<file path="src/rtl/seg_addr_pkg.sv">
// Package: shared widths and the segment register select encoding.
// Assumes: the shifted segment is at least as wide as the offset.
package seg_addr_pkg;
    localparam int SEG_W_DEF   = 16;
    localparam int OFF_W_DEF   = 16;
    localparam int SHIFT_DEF   = 4;

    // Select encoding used by both the write port and the request port.
    typedef enum logic [1:0] {
        SEG_EXTRA = 2'b00,
        SEG_CODE  = 2'b01,
        SEG_STACK = 2'b10,
        SEG_DATA  = 2'b11
    } seg_sel_e;

    localparam int NUM_SEGS = 4;
endpackage

</file>
<file path="src/rtl/seg_regfile.sv">
// Module: seg_regfile
// Four segment registers with one write port and one combinational read port.
// Assumes: a read in the same cycle as a write returns the old value.
module seg_regfile
    import seg_addr_pkg::*;
#(
    parameter int SEG_W = SEG_W_DEF
) (
    input  logic             clk,
    input  logic             rst_n,
    input  logic             we,
    input  logic [1:0]       wsel,
    input  logic [SEG_W-1:0] wdata,
    input  logic [1:0]       rsel,
    output logic [SEG_W-1:0] rdata
);
    logic [SEG_W-1:0] seg_q [NUM_SEGS];

    for (genvar g = 0; g < NUM_SEGS; g++) begin : g_seg
        // Load one register when it is addressed by an enabled write.
        always_ff @(posedge clk) begin
            if (!rst_n) begin
                seg_q[g] <= '0;
            end else if (we && (wsel == 2'(g))) begin
                seg_q[g] <= wdata;
            end
        end
    end

    // Read mux driven by the request selector.
    always_comb begin
        rdata = seg_q[rsel];
    end

    AST_SEG_WRITE: assert property (@(posedge clk) disable iff (!rst_n)
        we |=> (seg_q[$past(wsel)] == $past(wdata)))
        else $error("segment write did not land");
endmodule

</file>
<file path="src/rtl/seg_lin_adder.sv">
// Module: seg_lin_adder
// Shifts the segment left by SHIFT and adds the offset, keeping the carry bit.
// Assumes: SEG_W + SHIFT >= OFF_W; the result is purely combinational.
module seg_lin_adder #(
    parameter int SEG_W = 16,
    parameter int OFF_W = 16,
    parameter int SHIFT = 4,
    localparam int BASE_W = ((SEG_W + SHIFT) > OFF_W) ? (SEG_W + SHIFT) : OFF_W,
    localparam int SUM_W  = BASE_W + 1
) (
    input  logic [SEG_W-1:0] seg_i,
    input  logic [OFF_W-1:0] off_i,
    output logic [SUM_W-1:0] sum_o
);
    logic [SUM_W-1:0] base_ext;
    logic [SUM_W-1:0] off_ext;

    // Widen both operands so the addition cannot drop a carry.
    always_comb begin
        base_ext = SUM_W'(seg_i) << SHIFT;
        off_ext  = SUM_W'(off_i);
        sum_o    = base_ext + off_ext;
    end
endmodule

</file>
<file path="src/rtl/seg_a20_gate.sv">
// Module: seg_a20_gate
// Holds the gate control flag and masks the top address bit with it.
// Assumes: reset closes the gate; a gate write is seen from the next cycle on.
module seg_a20_gate #(
    parameter int SUM_W = 21,
    localparam int TOP = SUM_W - 1
) (
    input  logic             clk,
    input  logic             rst_n,
    input  logic             gate_we,
    input  logic             gate_val,
    input  logic [SUM_W-1:0] sum_i,
    output logic [SUM_W-1:0] addr_o,
    output logic             carry_o,
    output logic             gate_open_o
);
    logic gate_q;

    // Gate control register, closed after reset.
    always_ff @(posedge clk) begin
        if (!rst_n) begin
            gate_q <= 1'b0;
        end else if (gate_we) begin
            gate_q <= gate_val;
        end
    end

    // Pass or clear the top bit; report the raw carry.
    always_comb begin
        addr_o      = {sum_i[TOP] & gate_q, sum_i[TOP-1:0]};
        carry_o     = sum_i[TOP];
        gate_open_o = gate_q;
    end

    AST_GATE_RESET: assert property (@(posedge clk)
        $past(!rst_n) |-> !gate_q)
        else $error("gate not closed after reset");
endmodule

</file>
<file path="src/rtl/seg_addr_gen.sv">
// Module: seg_addr_gen (top)
// Segmented address generator: register file, shift-add, gate, output register.
// Assumes: one request per cycle at most; results are registered, latency one.
module seg_addr_gen
    import seg_addr_pkg::*;
#(
    parameter int SEG_W = SEG_W_DEF,
    parameter int OFF_W = OFF_W_DEF,
    parameter int SHIFT = SHIFT_DEF,
    localparam int BASE_W = ((SEG_W + SHIFT) > OFF_W) ? (SEG_W + SHIFT) : OFF_W,
    localparam int SUM_W  = BASE_W + 1
) (
    input  logic             clk,
    input  logic             rst_n,
    input  logic             seg_we,
    input  logic [1:0]       seg_wsel,
    input  logic [SEG_W-1:0] seg_wdata,
    input  logic             gate_we,
    input  logic             gate_open_in,
    input  logic             req,
    input  logic [1:0]       req_sel,
    input  logic [OFF_W-1:0] req_off,
    output logic [SUM_W-1:0] phys_addr,
    output logic             addr_valid,
    output logic             carry_ovf
);
    logic [SEG_W-1:0] seg_val;
    logic [SUM_W-1:0] raw_sum;
    logic [SUM_W-1:0] gated_addr;
    logic             raw_carry;
    logic             gate_open;

    seg_regfile #(.SEG_W(SEG_W)) u_regs (
        .clk   (clk),
        .rst_n (rst_n),
        .we    (seg_we),
        .wsel  (seg_wsel),
        .wdata (seg_wdata),
        .rsel  (req_sel),
        .rdata (seg_val)
    );

    seg_lin_adder #(.SEG_W(SEG_W), .OFF_W(OFF_W), .SHIFT(SHIFT)) u_add (
        .seg_i (seg_val),
        .off_i (req_off),
        .sum_o (raw_sum)
    );

    seg_a20_gate #(.SUM_W(SUM_W)) u_gate (
        .clk         (clk),
        .rst_n       (rst_n),
        .gate_we     (gate_we),
        .gate_val    (gate_open_in),
        .sum_i       (raw_sum),
        .addr_o      (gated_addr),
        .carry_o     (raw_carry),
        .gate_open_o (gate_open)
    );

    // Capture the result on a request; hold it otherwise.
    always_ff @(posedge clk) begin
        if (!rst_n) begin
            phys_addr  <= '0;
            carry_ovf  <= 1'b0;
            addr_valid <= 1'b0;
        end else begin
            addr_valid <= req;
            if (req) begin
                phys_addr <= gated_addr;
                carry_ovf <= raw_carry;
            end
        end
    end

    AST_VALID_AFTER_REQ: assert property (@(posedge clk) disable iff (!rst_n)
        req |=> addr_valid)
        else $error("valid missing after request");

    AST_NO_SPURIOUS_VALID: assert property (@(posedge clk) disable iff (!rst_n)
        !req |=> !addr_valid)
        else $error("valid without request");

    AST_HOLD_IDLE: assert property (@(posedge clk) disable iff (!rst_n)
        !req |=> ($stable(phys_addr) && $stable(carry_ovf)))
        else $error("outputs changed without request");

    AST_MASKED_TOP: assert property (@(posedge clk) disable iff (!rst_n)
        (req && !gate_open) |=> !phys_addr[SUM_W-1])
        else $error("top bit set while gate closed");

    AST_TOP_IMPLIES_OVF: assert property (@(posedge clk) disable iff (!rst_n)
        phys_addr[SUM_W-1] |-> carry_ovf)
        else $error("top bit without overflow flag");
endmodule

</file>
<file path="config.mk">
export PLATFORM = sky130hd
export DESIGN_NAME = seg_addr_gen
export DESIGN_NICKNAME = d
export VERILOG_FILES = /design/src/rtl/seg_addr_pkg.sv /design/src/rtl/seg_regfile.sv /design/src/rtl/seg_lin_adder.sv /design/src/rtl/seg_a20_gate.sv /design/src/rtl/seg_addr_gen.sv
export SDC_FILE = /design/constraint.sdc
export NUM_CORES = 1
export LEC_CHECK = 0
export CORE_ASPECT_RATIO = 0.8
export CORE_MARGIN = 10
export CORE_UTILIZATION = 40
export CTS_CLUSTER_SIZE = 25
export DETAILED_ROUTE_END_ITERATION = 8
export SLEW_MARGIN = 20
export SYNTH_ARGS = -nofsm -noshare
export SYNTH_HDL_FRONTEND = slang
export SYNTH_HIERARCHICAL = 1
export SYNTH_SLANG_ARGS = --single-unit
</file>
<file path="constraint.sdc">
create_clock -name clk -period 3.6 [get_ports clk]
set_input_delay 1.08 -clock clk [delete_from_list [all_inputs] [get_ports clk]]
set_output_delay 1.08 -clock clk [all_outputs]
set_load 0.01 [all_outputs]
</file>
* Word level (Yosys, flattened, before mapping) *
Memories as Yosys holds them, arrays and structs flattened.
Cells that the tools add are included.

word-level totals
  register bits after elaboration = 24
  bits in latches = 0
  bits in writable memories = 64
  ROM bits = 0
  input bits = 42
  output and inout port bits = 23
  logic and storage cells = 36
  memories = 1

operators by class
  add/sub/neg operators = 1
  multiply operators = 0
  divide/modulo/power cells = 0
  $lt $le $gt $ge = 0
  eq/ne operators = 3
  shift-type cells = 0
  mux-type cells = 17
  bitwise operators = 5
  reductions and logical operators = 5

memories
  memory        words  width  rd ports  clocked after Yosys merged registers in  write ports  RTL line           source
  u_regs.seg_q  4      16     1         0                                        4            seg_regfile.sv:17  logic [SEG_W-1:0] seg_q [NUM_SEGS];

operators with widths
  operator            count
  $mux 16             4
  $add 20x16->21      1
  $mux 1              13
  $eq 2x2->1 const B  2
  $logic_and 1x1->1   4
  $or 1x1->1          4
  $eq 2x1->1 const B  1
  $logic_not 2->1     1
  $and 1x1->1         1

* Depth between registers and ports, before layout *
  word-level depth = 6
  mapped depth = 12
  depth with buffers taken out = 11

* Hierarchy *
Netlist, hierarchy kept.

modules (own cells, without submodules)
  module         times used  cells each  area an instance (µm²)  sequential area each (µm²)
  seg_regfile    1           163         2844.0                  1921.8
  seg_addr_gen   1           73          883.3                   460.4
  seg_lin_adder  1           84          683.2                   0.0
  seg_a20_gate   1           25          200.2                   20.0

* Worst setup path after synthesis *
OpenSTA, ideal clock, no wires.

  path type = input -> register
  start point = input port req_sel[0]
  end point = register phys_addr[20]
  setup time = 0.116 ns
  data arrival time = 3.632 ns
  data required time = 3.484 ns
  slack = -0.148 ns
  stages on the path = 12
  buffers on the path = 1
  path through = buf_6 > mux4_1 > ha_1 > fa_1 > a21o_1 > a221oi_2 > o221ai_2 > nor2_2 > and3b_1 > and2_1 > mux2i_1 > nor2b_1

between the ends
  word-level cells in the longest chain between the ends = 3

RTL lines
  item                  RTL line             source
  start, declared       seg_addr_gen.sv:21   input logic [1:0] req_sel,
  $mem_v2 4x16          n/a
  net seg_val[0]        seg_addr_gen.sv:27   logic [SEG_W-1:0] seg_val;
  $add 20x16->21        seg_lin_adder.sv:22  sum_o = base_ext + off_ext;
  net raw_sum[20]       seg_addr_gen.sv:28   logic [SUM_W-1:0] raw_sum;
  $and 1x1->1           seg_a20_gate.sv:30   addr_o = {sum_i[TOP] & gate_q, sum_i[TOP-1:0]};
  net gated_addr[20]    seg_addr_gen.sv:29   logic [SUM_W-1:0] gated_addr;
  end signal, assigned  seg_addr_gen.sv:69   phys_addr <= gated_addr;
  end, declared         seg_addr_gen.sv:23   output logic [SUM_W-1:0] phys_addr,

The timed path passes the listed nets, and every way through them passes these cells.
A chain may end at the register's enable or synchronous reset.

* Worst setup path after layout *
  start point = input port req_sel[0]
  end point = register phys_addr[13]

between the ends
  word-level cells in the longest chain between the ends = 2

RTL lines
  item             RTL line
  $mem_v2 4x16     n/a
  net seg_val[2]   seg_addr_gen.sv:27
  $add 20x16->21   seg_lin_adder.sv:22
  net raw_sum[13]  seg_addr_gen.sv:28

The timed path passes the listed nets, and every way through them passes these cells.

==> impl_metrics.toml <==
[route]
drt-total-wl_mm = 9.329
wl_per_cell_um = 16.25
drt_iter0_drc = 113
viasPerCell = 4.761
ant_nets = 0
drc = 0
vias = 2733
firstDrtPassIters = 4

[finish]
finalNonFillerCells = 574
drive_gt1_frac = 0.2023
diodes = 0
area_growth_pct = 24.99
fin_util = 0.5210
nets = 480

[logic_synthesis]
synth_area_leader_cell = "edfxtp_1"
netlist_area_sq_um = 4611
syn-mean-instance-area_sq_um = 13.36
yosysWarnings = 6
synth_edf_count = 64
yosysSeqAreaShare = 0.5210
syn-num-nets = 400
synthArstFlopShare = 0
synth_top_area_frac = 0.4168
ys_top_cells_by_count = "and2_1 (64), edfxtp_1 (64), buf_4 (25), nor2b_1 (25), dfxtp_1 (24)"
synthTopCellsByArea = "edfxtp_1 (42%), dfxtp_1 (10%), and2_1 (8.7%)"
yosysUniqueCellTypes = 48
ys_ff_latch = 88
synth_cells = 345
ys.flop_type = "edfxtp_1"

[pwr]
vdd_drop_max_mv = 0.2650
p_leak_nw = 2.272
p_int_mw = 1.966
total_power_mw = 2.645
powerDensity_nw_per_um2 = 459.0
comb_power_share = 0.214
seqPwrFrac = 0.456
p_switching_mw = 0.6788
sw_frac_of_total = 0.2566
p_clk_frac = 0.330

[global_route]
grt_start_max_net_pins = 29
grtUsageTotal = 0.1195
first_global_vias = 2984
grt_antenna_before_repair = 0
grt_pass1_wl_mm = 15.55
overflow = 0

[place]
hpwl_mm = 7.136
io_buffers = 64
dp_cells = 558
routabilityCongestion = 0.8271

[cts]
root_buffer = "clkbuf_16"
cts_max_level = 3
clk_latency_ns = 0.34
clkTransAtPathRegs_ns = 0.06
clock_tree.buffer_depth = 2
hold_buffers = 0
cts_sinks = 88
tritoncts = "done"
cts_buffers = 9

[worst_setup_path]
worstPathMaxFanout = 5
path_class = "input port to flip-flop"
worstReg2RegEnd = "phys_addr[20]"
worst_setup_path_start_kind = "input port"
cp.required_ns = 3.87
r2r_cells = 11
cp_data_arrival_time_ns = 3.63
r2r_setup_slack_ns = 0.79
reg2reg_from = "u_regs/seg_q[1][0]"
endpoint_kind = "flip-flop"
crit_path_start = "req_sel[0]"
endpoint = "phys_addr[13]"

[timing]
fmax_mhz = 297.9
post-route-min-period_ns = 3.356
finalSetupTns_ns = 0
maxSlewViolCount = 0
slew_headroom = 0.5416
fin_crit_sh = 0.9323
fin_worst_skew_ns = 0.007406
final-setup-viol-count = 0
rsz0062_at_grt = "no"
hold_violations = 0
worst_pin_slew_ns = 0.6830

[die]
row_count = 34
core_area_sq_um = 11060
dieWidth_um = 140.0
die_h_um = 116.0
dieArea_sq_um = 16250
initial_core_util = 0.4169
pin_count = 65

[status]
status = "completed"

[worst_hold_path]
hold_class = "flip-flop to flip-flop"

[run]
max-cap-violations = 0
[critical path: stages]
cell and delay [ns]:
clkbuf_2 0.14, buf_4 0.15, mux4_1 0.55, ha_1 0.33, buf_4 0.15, and3_1 0.15
a22oi_2 0.29, a21oi_2 0.12, o41ai_2 0.25, xnor2_1 0.19, mux2i_1 0.11, nor2b_1 0.12
[kinds of logic after synthesis]
family | count (synthesis) | synth area share
XOR/XNOR | 14 | 0.02659
flip-flops | 88 | 0.5210
multiplexers | 39 | 0.1330
AND/OR/NAND/NOR | 119 | 0.1607
adder cells (fa/ha/maj) | 13 | 0.03691
buffers and inverters | 41 | 0.06893
AO/OA/AOI/OAI | 31 | 0.05292
[placed cells by master (no fill, tap or decap), types with 2 or more instances in the layout]
cell type         n
a211oi_1          2
a21o_1            5
a21oi_1           7
and2_1           64
and2_2            3
and3_1            4
and4b_1           2
buf_4            41
buf_6             2
clkbuf_16         9
clkdlybuf4s50_1  62
clkinvlp_4        2
dfxtp_1          24
edfxtp_1         64
ha_1             10
ha_4              2
inv_1             3
inv_6             3
mux2i_1          23
mux4_1            5
mux4_2           11
nand2_1           7
nand3b_1          2
nor2_1            4
nor2b_1          25
o21ai_1           4
xnor2_1           8
xor2_1            5
[routing by layer]
| layer | global-route usage | up-vias | part of all wire |
|---|---|---|---|
| li1 | - | 1388 | - |
| met1 | 0.1466 | 1282 | 0.47 |
| met2 | 0.1961 | 59 | 0.46 |
| met3 | 0.05029 | 4 | 0.063 |
| met4 | 0.02060 | 0 | 0.0049 |
| met5 | 0 | - | 0 |
[worst min-delay path by stage]
stage	start	end	slack (ns)	depth (start not counted)
CTS	phys_addr[16]	phys_addr[16]	0.52	2
detailed placement	phys_addr[16]	phys_addr[16]	0.50	2
global route	phys_addr[3]	phys_addr[3]	0.54	2
global placement	phys_addr[13]	phys_addr[13]	0.49	2
finish	phys_addr[16]	phys_addr[16]	0.51	2
floorplan	u_gate/gate_open_o	u_gate/gate_open_o	0.47	2
[registers in the layout, summed over array words and instances (netlist names)]
name                count
u_gate/gate_open_o      1
u_regs/seg_q           64
addr_valid              1
phys_addr              21
carry_ovf               1
[power by group through the flow]
stage                     combinational (mW)  sequential (mW)  clock [mW]
after floorplan                        0.386             1.23           0
after global placement                 0.556             1.23           0
after detailed placement               0.562             1.23           0
after CTS                              0.565             1.21       0.901
after global routing                   0.621             1.22       0.941
final                                  0.565             1.21       0.874
[timing repair]
| item | CTS | global route |
|---|---|---|
| setup endpoints to repair | 11 | 9 |
| pin swaps | 0 | 4 |
| gates resized for setup | 2 | 6 |
| gates cloned | 0 | 0 |
| setup buffers | 0 | 0 |
[area by class of cell]
| cell class | instances | area, sq um |
|---|---|---|
| Clock buffer | 9 | 225.2 |
| Multi-Input combinational cell | 216 | 1922 |
| Tap cell | 144 | 180.2 |
| Sequential cell | 88 | 2402 |
| Clock inverter | 7 | 53.80 |
| Inverter | 3 | 11.26 |
| Timing Repair Buffer | 107 | 968.4 |
| Fill cell | 988 | 5298 |
[through the flow]
stage	worst slack [ns]	hold slack [ns]	cell area, sq um
2_1_floorplan	-0.03359	0.4744	4631
3_3_place_gp	-0.5595	0.4939	5459
3_5_place_dp	-0.6089	0.5012	5459
4_1_cts	0.03008	0.5192	5741
5_1_grt	0.1026	0.5428	5763
6_report	0.2436	0.5138	5763
Note: power is estimated with default switching activity, not from simulation.
